File: src/rtl/ecc_log_pkg.sv
// Package: register selects and bit positions shared by the capture bank.
package ecc_log_pkg;
    localparam int SEL_W  = 3;
    localparam int STAT_W = 16;
    localparam int CE_BIT = 0;
    localparam int UE_BIT = 7;

    typedef enum logic [SEL_W-1:0] {
        SEL_STAT = 3'd0,
        SEL_ADDR = 3'd1,
        SEL_SYND = 3'd2,
        SEL_CHAN = 3'd3,
        SEL_CMD  = 3'd4
    } reg_sel_e;
endpackage

File: src/rtl/ecc_flag_ctl.sv
// Module: ecc_flag_ctl
// Holds the two sticky error flags and decides when the detail registers
// load. Assumes clear requests are already decoded from a status write.
// A flag that is being cleared in this cycle counts as not pending.
module ecc_flag_ctl (
    input  logic clk,
    input  logic rst_n,
    input  logic ce_pulse,
    input  logic ue_pulse,
    input  logic clr_ce,
    input  logic clr_ue,
    output logic ce_flag,
    output logic ue_flag,
    output logic cap_en
);
    logic ce_hold;
    logic ue_hold;

    // Flags that survive this cycle's clear request
    always_comb begin
        ce_hold = ce_flag & ~clr_ce;
        ue_hold = ue_flag & ~clr_ue;
    end

    // Load details for a fresh UE, or for a CE when nothing else is held
    always_comb begin
        cap_en = (ue_pulse & ~ue_hold) |
                 (ce_pulse & ~ue_pulse & ~ce_hold & ~ue_hold);
    end

    // Sticky flags: a new event beats a same-cycle clear
    always_ff @(posedge clk) begin
        if (!rst_n) begin
            ce_flag <= 1'b0;
            ue_flag <= 1'b0;
        end else begin
            ce_flag <= ce_pulse | ce_hold;
            ue_flag <= ue_pulse | ue_hold;
        end
    end
endmodule

File: src/rtl/ecc_capture_regs.sv
// Module: ecc_capture_regs
// Stores the page number, syndrome and channel of the logged error.
// Assumes cap_en is a single-cycle load strobe from the flag logic.
module ecc_capture_regs #(
    parameter int ADDR_W     = 32,
    parameter int PAGE_SHIFT = 12,
    parameter int SYN_W      = 8
) (
    input  logic                         clk,
    input  logic                         rst_n,
    input  logic                         cap_en,
    input  logic [ADDR_W-1:0]            err_addr,
    input  logic [SYN_W-1:0]             err_syn,
    input  logic                         err_chan,
    output logic [ADDR_W-PAGE_SHIFT-1:0] pg_q,
    output logic [SYN_W-1:0]             syn_q,
    output logic                         chan_q
);
    // Load the detail fields on a capture strobe
    always_ff @(posedge clk) begin
        if (!rst_n) begin
            pg_q   <= '0;
            syn_q  <= '0;
            chan_q <= 1'b0;
        end else if (cap_en) begin
            pg_q   <= err_addr[ADDR_W-1:PAGE_SHIFT];
            syn_q  <= err_syn;
            chan_q <= err_chan;
        end
    end
endmodule

File: src/rtl/ecc_csr_port.sv
// Module: ecc_csr_port
// Decodes register writes into flag clears and enable updates, and builds
// read data. Assumes DATA_W >= ADDR_W and DATA_W >= STAT_W.
module ecc_csr_port
    import ecc_log_pkg::*;
#(
    parameter int DATA_W     = 32,
    parameter int ADDR_W     = 32,
    parameter int PAGE_SHIFT = 12,
    parameter int SYN_W      = 8
) (
    input  logic                         clk,
    input  logic                         rst_n,
    input  logic [SEL_W-1:0]             reg_sel,
    input  logic                         reg_wen,
    input  logic [DATA_W-1:0]            reg_wdata,
    input  logic                         ce_flag,
    input  logic                         ue_flag,
    input  logic [ADDR_W-PAGE_SHIFT-1:0] pg_q,
    input  logic [SYN_W-1:0]             syn_q,
    input  logic                         chan_q,
    output logic                         clr_ce,
    output logic                         clr_ue,
    output logic [DATA_W-1:0]            reg_rdata,
    output logic                         irq
);
    logic              en_ce;
    logic              en_ue;
    logic              stat_wr;
    logic              cmd_wr;
    logic [STAT_W-1:0] stat_word;
    logic [ADDR_W-1:0] addr_word;

    // Write decode for the status and command selects
    always_comb begin
        stat_wr = reg_wen && (reg_sel == SEL_STAT);
        cmd_wr  = reg_wen && (reg_sel == SEL_CMD);
        clr_ce  = stat_wr && reg_wdata[CE_BIT];
        clr_ue  = stat_wr && reg_wdata[UE_BIT];
    end

    // Interrupt enable bits in the command register
    always_ff @(posedge clk) begin
        if (!rst_n) begin
            en_ce <= 1'b0;
            en_ue <= 1'b0;
        end else if (cmd_wr) begin
            en_ce <= reg_wdata[CE_BIT];
            en_ue <= reg_wdata[UE_BIT];
        end
    end

    // Pending output: flags gated by their enables
    always_comb begin
        irq = (ce_flag & en_ce) | (ue_flag & en_ue);
    end

    // Assemble the status word and the page-aligned address
    always_comb begin
        stat_word         = '0;
        stat_word[CE_BIT] = ce_flag;
        stat_word[UE_BIT] = ue_flag;
        addr_word         = {pg_q, {PAGE_SHIFT{1'b0}}};
    end

    // Read multiplexer, zero for unused selects
    always_comb begin
        reg_rdata = '0;
        case (reg_sel)
            SEL_STAT: reg_rdata = DATA_W'(stat_word);
            SEL_ADDR: reg_rdata = DATA_W'(addr_word);
            SEL_SYND: reg_rdata = DATA_W'(syn_q);
            SEL_CHAN: reg_rdata = DATA_W'(chan_q);
            SEL_CMD: begin
                reg_rdata[CE_BIT] = en_ce;
                reg_rdata[UE_BIT] = en_ue;
            end
            default:  reg_rdata = '0;
        endcase
    end
endmodule

File: src/rtl/ecc_err_log.sv
// Module: ecc_err_log
// Top of the ECC error capture bank: flag control, detail capture and the
// register port. Assumes pulses and details are synchronous to clk.
module ecc_err_log
    import ecc_log_pkg::*;
#(
    parameter int DATA_W     = 32,
    parameter int ADDR_W     = 32,
    parameter int PAGE_SHIFT = 12,
    parameter int SYN_W      = 8
) (
    input  logic              clk,
    input  logic              rst_n,
    input  logic              ce_pulse,
    input  logic              ue_pulse,
    input  logic [ADDR_W-1:0] err_addr,
    input  logic [SYN_W-1:0]  err_syn,
    input  logic              err_chan,
    input  logic [SEL_W-1:0]  reg_sel,
    input  logic              reg_wen,
    input  logic [DATA_W-1:0] reg_wdata,
    output logic [DATA_W-1:0] reg_rdata,
    output logic              irq
);
    localparam int PG_W = ADDR_W - PAGE_SHIFT;

    logic            ce_flag;
    logic            ue_flag;
    logic            cap_en;
    logic            clr_ce;
    logic            clr_ue;
    logic [PG_W-1:0] pg_q;
    logic [SYN_W-1:0] syn_q;
    logic            chan_q;

    ecc_flag_ctl u_flags (
        .clk      (clk),
        .rst_n    (rst_n),
        .ce_pulse (ce_pulse),
        .ue_pulse (ue_pulse),
        .clr_ce   (clr_ce),
        .clr_ue   (clr_ue),
        .ce_flag  (ce_flag),
        .ue_flag  (ue_flag),
        .cap_en   (cap_en)
    );

    ecc_capture_regs #(
        .ADDR_W     (ADDR_W),
        .PAGE_SHIFT (PAGE_SHIFT),
        .SYN_W      (SYN_W)
    ) u_cap (
        .clk      (clk),
        .rst_n    (rst_n),
        .cap_en   (cap_en),
        .err_addr (err_addr),
        .err_syn  (err_syn),
        .err_chan (err_chan),
        .pg_q     (pg_q),
        .syn_q    (syn_q),
        .chan_q   (chan_q)
    );

    ecc_csr_port #(
        .DATA_W     (DATA_W),
        .ADDR_W     (ADDR_W),
        .PAGE_SHIFT (PAGE_SHIFT),
        .SYN_W      (SYN_W)
    ) u_csr (
        .clk       (clk),
        .rst_n     (rst_n),
        .reg_sel   (reg_sel),
        .reg_wen   (reg_wen),
        .reg_wdata (reg_wdata),
        .ce_flag   (ce_flag),
        .ue_flag   (ue_flag),
        .pg_q      (pg_q),
        .syn_q     (syn_q),
        .chan_q    (chan_q),
        .clr_ce    (clr_ce),
        .clr_ue    (clr_ue),
        .reg_rdata (reg_rdata),
        .irq       (irq)
    );
endmodule

File: config.mk
export PLATFORM = sky130hd
export DESIGN_NAME = ecc_err_log
export DESIGN_NICKNAME = d
export VERILOG_FILES = /design/src/rtl/ecc_log_pkg.sv /design/src/rtl/ecc_flag_ctl.sv /design/src/rtl/ecc_capture_regs.sv /design/src/rtl/ecc_csr_port.sv /design/src/rtl/ecc_err_log.sv
export SDC_FILE = /design/constraint.sdc
export NUM_CORES = 1
export LEC_CHECK = 0
export CORE_UTILIZATION = 32
export CTS_BUF_LIST = sky130_fd_sc_hd__clkbuf_16
export DETAILED_ROUTE_END_ITERATION = 8
export MAX_ROUTING_LAYER = met4
export PLACE_DENSITY = 0.77
export SYNTH_ARGS = -nofsm -noshare
export SYNTH_HDL_FRONTEND = slang
export SYNTH_SLANG_ARGS = --single-unit
File: constraint.sdc
create_clock -name clk -period 1.6 [get_ports clk]
set_input_delay 0.24 -clock clk [delete_from_list [all_inputs] [get_ports clk]]
set_output_delay 0.24 -clock clk [all_outputs]
set_load 0.1 [all_outputs]
# Word-level counts from Yosys, hierarchy flattened
# Cells that the tools add are included.
# totals
reg_bits	33
latch_bits	0
ram_bits	0
rom_bits	0
inputBits	81
output_inout_bits	33
wordCells	37
memories	0
# op_classes
n_addsub	0
multipliers	0
div	0
n_lt_le_gt_ge	0
n_eq_ne	4
n_shift	0
n_mux	4
n_bitwise	17
n_reduce_logical	5
# op_table
op	n
24-bit 2-to-1 mux	1
1-bit AND	8
3-bit by 2-bit equality test with 1-bit output (second input constant)	2
6-bit 2-to-1 mux	1
1-bit NOT	5
1-bit logical AND	4
1-bit bitwise OR	4
1-bit one-hot mux with 4 select lines	1
3-bit by 1-bit equality test with 1-bit output (second input constant)	1
3-bit equality test (second input constant)	1
3-bit zero test	1
1-bit one-hot mux with 3 select lines	1

# Longest topological paths before layout
# logic_depth
word_depth	9
mapped_depth	7
mapped_depth_nobuf	4

# Hierarchy
# A second synthesis with hierarchy kept.
# hier_totals
cells_unflattened	163
hier_area_um2	1621.6
# by_module_without_submodules
module	n_inst	cells_per_inst	area_each_um2	seq_area_each_um2
ecc_capture_regs	1	93	1103.6	580.6
ecc_csr_port	1	61	430.4	40.0
ecc_flag_ctl	1	9	87.6	40.0

# Worst setup path before layout
# Ideal clock, no wire load.
# synth_path
path_type	input-to-output
from	input reg_sel[1]
to	output reg_rdata[0]
arrival_time_ps	2073
path_slack_ps	-713
path_stages	5
n_path_buf	1
cell_sequence	buf_2 -> mux2i_1 -> nor2_1 -> a31oi_1 -> o22ai_1
# synth_via
elab_chain_cells	2
elab_cells_between_ends	5
cone_classes	eq/ne (3); mux (1); reduce/logical (1)
# synth_lines
element	line	text
start: declaration	ecc_err_log.sv:19	input logic [SEL_W-1:0] reg_sel,
3-bit equality test (tied with other cells)	ecc_csr_port.sv:69	case (reg_sel)
1-bit one-hot mux with 4 select lines *	ecc_csr_port.sv:69	
end: declaration	ecc_err_log.sv:22	output logic [DATA_W-1:0] reg_rdata,
# Every way passes the cells marked *; elsewhere a longest branch is shown, timed or not.

# Final worst setup path
# layout_path
from	input reg_sel[0]
to	register u_cap.pg_q[16]
# layout_via
elab_chain_cells	9
elab_cells_between_ends	14
cone_classes	bitwise (10); reduce/logical (4)
# layout_lines
element	line	text
3-bit zero test *	ecc_csr_port.sv:36	stat_wr = reg_wen && (reg_sel == SEL_STAT);
1-bit logical AND *	ecc_csr_port.sv:36	
1-bit logical AND	ecc_csr_port.sv:38	clr_ce = stat_wr && reg_wdata[CE_BIT];
1-bit NOT	ecc_flag_ctl.sv:21	ce_hold = ce_flag & ~clr_ce;
1-bit AND	ecc_flag_ctl.sv:21	
1-bit NOT	ecc_flag_ctl.sv:28	(ce_pulse & ~ue_pulse & ~ce_hold & ~ue_hold);
1-bit AND (2 in a row)	ecc_flag_ctl.sv:28	
1-bit bitwise OR *	ecc_flag_ctl.sv:27	cap_en = (ue_pulse & ~ue_hold) |
end signal: assignment	ecc_capture_regs.sv:26	pg_q <= err_addr[ADDR_W-1:PAGE_SHIFT];
end: declaration	ecc_capture_regs.sv:15	output logic [ADDR_W-PAGE_SHIFT-1:0] pg_q,
# Marks and branches as above.
# A chain may end at the register's enable or synchronous reset.

==> summary.md <==
| Metric | Value |
|---|---|
| Fin util | `61.8%` |
| Min-delay worst type | `in2reg` |
| Comb pwr share | `24.1%` |
| Switching Fraction | `27.4%` |
| WL final | `4.20 mm` |
| Pint | `1.72 mW` |
| Req. time, crit path | `1.80 ns` |
| Largest net degree at the start of global routing | `63` |
| Post-synth EDFFs | `0` |
| Vias | `1496` |
| Drt wl/cell | `12.4 µm` |
| Cells after synthesis | `193` |
| Most frequent cells in the layout | `60 x nand2_1, 33 x mux2i_1, 33 x clkdlybuf4s50_1, 33 x buf_12, 32 x dfxtp_1` |
| Max_cap viols | `0` |
| WP data arrival | `1.78 ns` |
| Multi-input gate area | `936 µm²` |
| Clk sinks | `33` |
| Syn-to-layout area delta | `81.8%` |
| Pleak | `1.29 nW` |
| Register area share after synthesis | `40.4%` |
| Row cnt | `25` |
| Root buf cell | `clkbuf_16` |
| Initial antenna violation count | `0` |
| Setup CP Type | `in2reg` |
| RSZ-0062 raised after global routing | `yes` |
| Vias in the first global route | `1565` |
| Fmax | `633 MHz` |
| Share of power burned in registers | `38.7%` |
| Switch Pwr | `649 µW` |
| Synth unique cells | `24` |
| Sequential cell area | `662 µm²` |
| Core Footprint | `4820 µm²` |
| Number of detailed-route iterations in the first pass | `4` |
| Most common cell after layout, fill and taps aside | `nand2_1` |
| Initial core utilization | `34.0%` |
| Crit path max fanout | `8` |
| Post-Syn Area | `1640 µm²` |
| CTS buffer count | `5` |
| GRT Util Overall | `17.6%` |
| Status | `completed` |
| Pwr dens | `796 nW/µm²` |
| Filler cell count | `409` |
| Final ANT Viol Nets | `0` |
| Total die area | `5400 µm²` |
| Tmin final | `1.58 ns` |
| CP max stage cell | `nor4b_4` |
| Die X | `73.5 µm` |
| Layout cells sized above 1 | `32.8%` |
| Fin crit share | `98.8%` |
| Clk_skew | `0.00225 ns` |
| Post-synthesis area per instance | `8.48 µm²` |
| IO Port Bufs | `67` |
| # DRC | `0` |
| Setup TNS Final | `0 ns` |
| Hpwl dp | `2.99 mm` |
| GPL Wtd Cong | `0.771` |
| Initial drt markers | `42` |
| Clk buf depth | `2` |
| Critical path's largest stage delay | `0.38 ns` |
| Setup crit end kind | `register` |
| Clock share of power | `37.2%` |
| Final setup viols | `0` |
| Io pins | `114` |
| FFs w/ async S/R, synth | `0%` |
| Peak supply drop | `0.455 mV` |
| Primary FF master, synth | `dfxtp_1` |
| Worst setup SP type | `input pin` |
| CTS tree | `built` |
| Worst hold stages | `3` |
| Synth Warn # | `0` |
| NumNets Final | `351` |
| Clock Pin Slew Worst Setup and Hold Paths | `0.05 ns` |
| Clock Latency Late Sink | `0.27 ns` |
| Hold Vio Cnt, Final | `0` |
| H-tree depth | `2` |
| Global-route wire length before repair | `6.94 mm` |
| Vias per cell | `4.43` |
| CP Cell Sequence | `dlygate4sd2_1 -> nor4b_4 -> nand3_2 -> a21oi_4 -> buf_4 -> buf_12 -> mux2i_1` |
| Post-CTS Hold Buffers | `0` |
| Antenna diodes | `0` |
| Worst r2r path cells | `6` |
| Seq cells post-synth | `33` |
| Die height | `73.5 µm` |
| Grt total ovfl | `0` |
| Pins Over Slew Limit | `0` |
registers in the layout (all words and copies together) (netlist names):
register         flops
u_csr.en_ce          1
u_flags.ce_flag      1
u_flags.ue_flag      1
u_csr.en_ue          1
u_cap.pg_q          20
u_cap.chan_q         1
u_cap.syn_q          8
power by group through the flow:
stage	clock network, mW	registers (mW)	logic (mW)
6_report	0.881	0.917	0.571
5_1_grt	0.937	0.925	0.605
4_1_cts	0.905	0.916	0.571
3_5_place_dp	0	0.933	0.548
3_3_place_gp	0	0.929	0.538
2_1_floorplan	0	0.923	0.334
cell families (layout without fill, tap and decap cells):
family / Yosys count / after routing / share of synthesized area [%]
DFF: 33 / 33 / 40.4
and+or+nand+nor: 96 / 96 / 28.1
muxes: 33 / 33 / 20.2
AOI/OAI and AO/OA: 10 / 10 / 4.21
other: 1 / 4 / 0.229
buffers and inverters: 20 / 95 / 6.96
cell usage after synthesis, types with 2 or more instances:
cell type,n,share of area (%)
nor2b_1,2,0.76
buf_4,5,2.3
o21a_1,2,0.92
a21oi_1,2,0.61
inv_1,3,0.69
nand2_1,60,14
nor2_1,4,0.92
dfxtp_1,33,40
clkbuf_1,9,2.1
a31oi_1,2,0.76
mux2i_1,33,20
and2_1,26,9.9
critical path: cells and delay by family:
kind	cells	cell delay, ns
AOI/OAI and AO/OA	1	0.24
buffers and inverters	3	0.57
muxes	1	0.20
and+or+nand+nor	2	0.53
final cells by class:
class | count | share of cell area, %
clock buffer | 5 | 4.21
timing repair buffer | 84 | 38.5
inverter | 3 | 0.378
clock inverter | 3 | 0.378
tap | 67 | 2.82
multi-input combinational | 143 | 31.5
sequential | 33 | 22.2
path summary, 6_finish.rpt:
path | from | endpoint | slack [ns]
min reg2reg | u_cap.pg_q[17] | u_cap.pg_q[17] | 0.45
min | rst_n | u_flags.ce_flag | 0.45
max | reg_sel[0] | u_cap.pg_q[16] | 0.02
max reg2reg | u_flags.ce_flag | u_cap.pg_q[2] | 0.30
layer usage:
metal  share of wire [%]  track usage [%]  vias to the layer above
met1                  44             19.9                      671
met2                  50             29.6                       45
met3                 4.8             3.70                        7
li1                    -                -                      773
met4                 1.4             8.33                        0
met5                   0                -                        -
metrics by stage:
step / instances / total power, mW / hold WS [ns] / worst slack (ns) / area [µm²]
final: 338 / 2.37 / 0.446 / 0.0194 / 2980
after global routing: 338 / 2.47 / 0.467 / -0.0598 / 2980
after CTS: 336 / 2.39 / 0.440 / -0.0150 / 2970
after detailed placement: 326 / 1.48 / 0.442 / -0.428 / 2780
after global placement: 326 / 1.47 / 0.437 / -0.344 / 2780
after floorplan: 196 / 1.26 / 0.364 / -0.127 / 1690
repair_timing:
action,CTS,global route
setup endpoints to repair,57,30
resized for setup,10,4
setup buffers,1,2
cloned,1,0
pin swaps,2,4
Note: power is estimated with default switching activity, not from simulation.
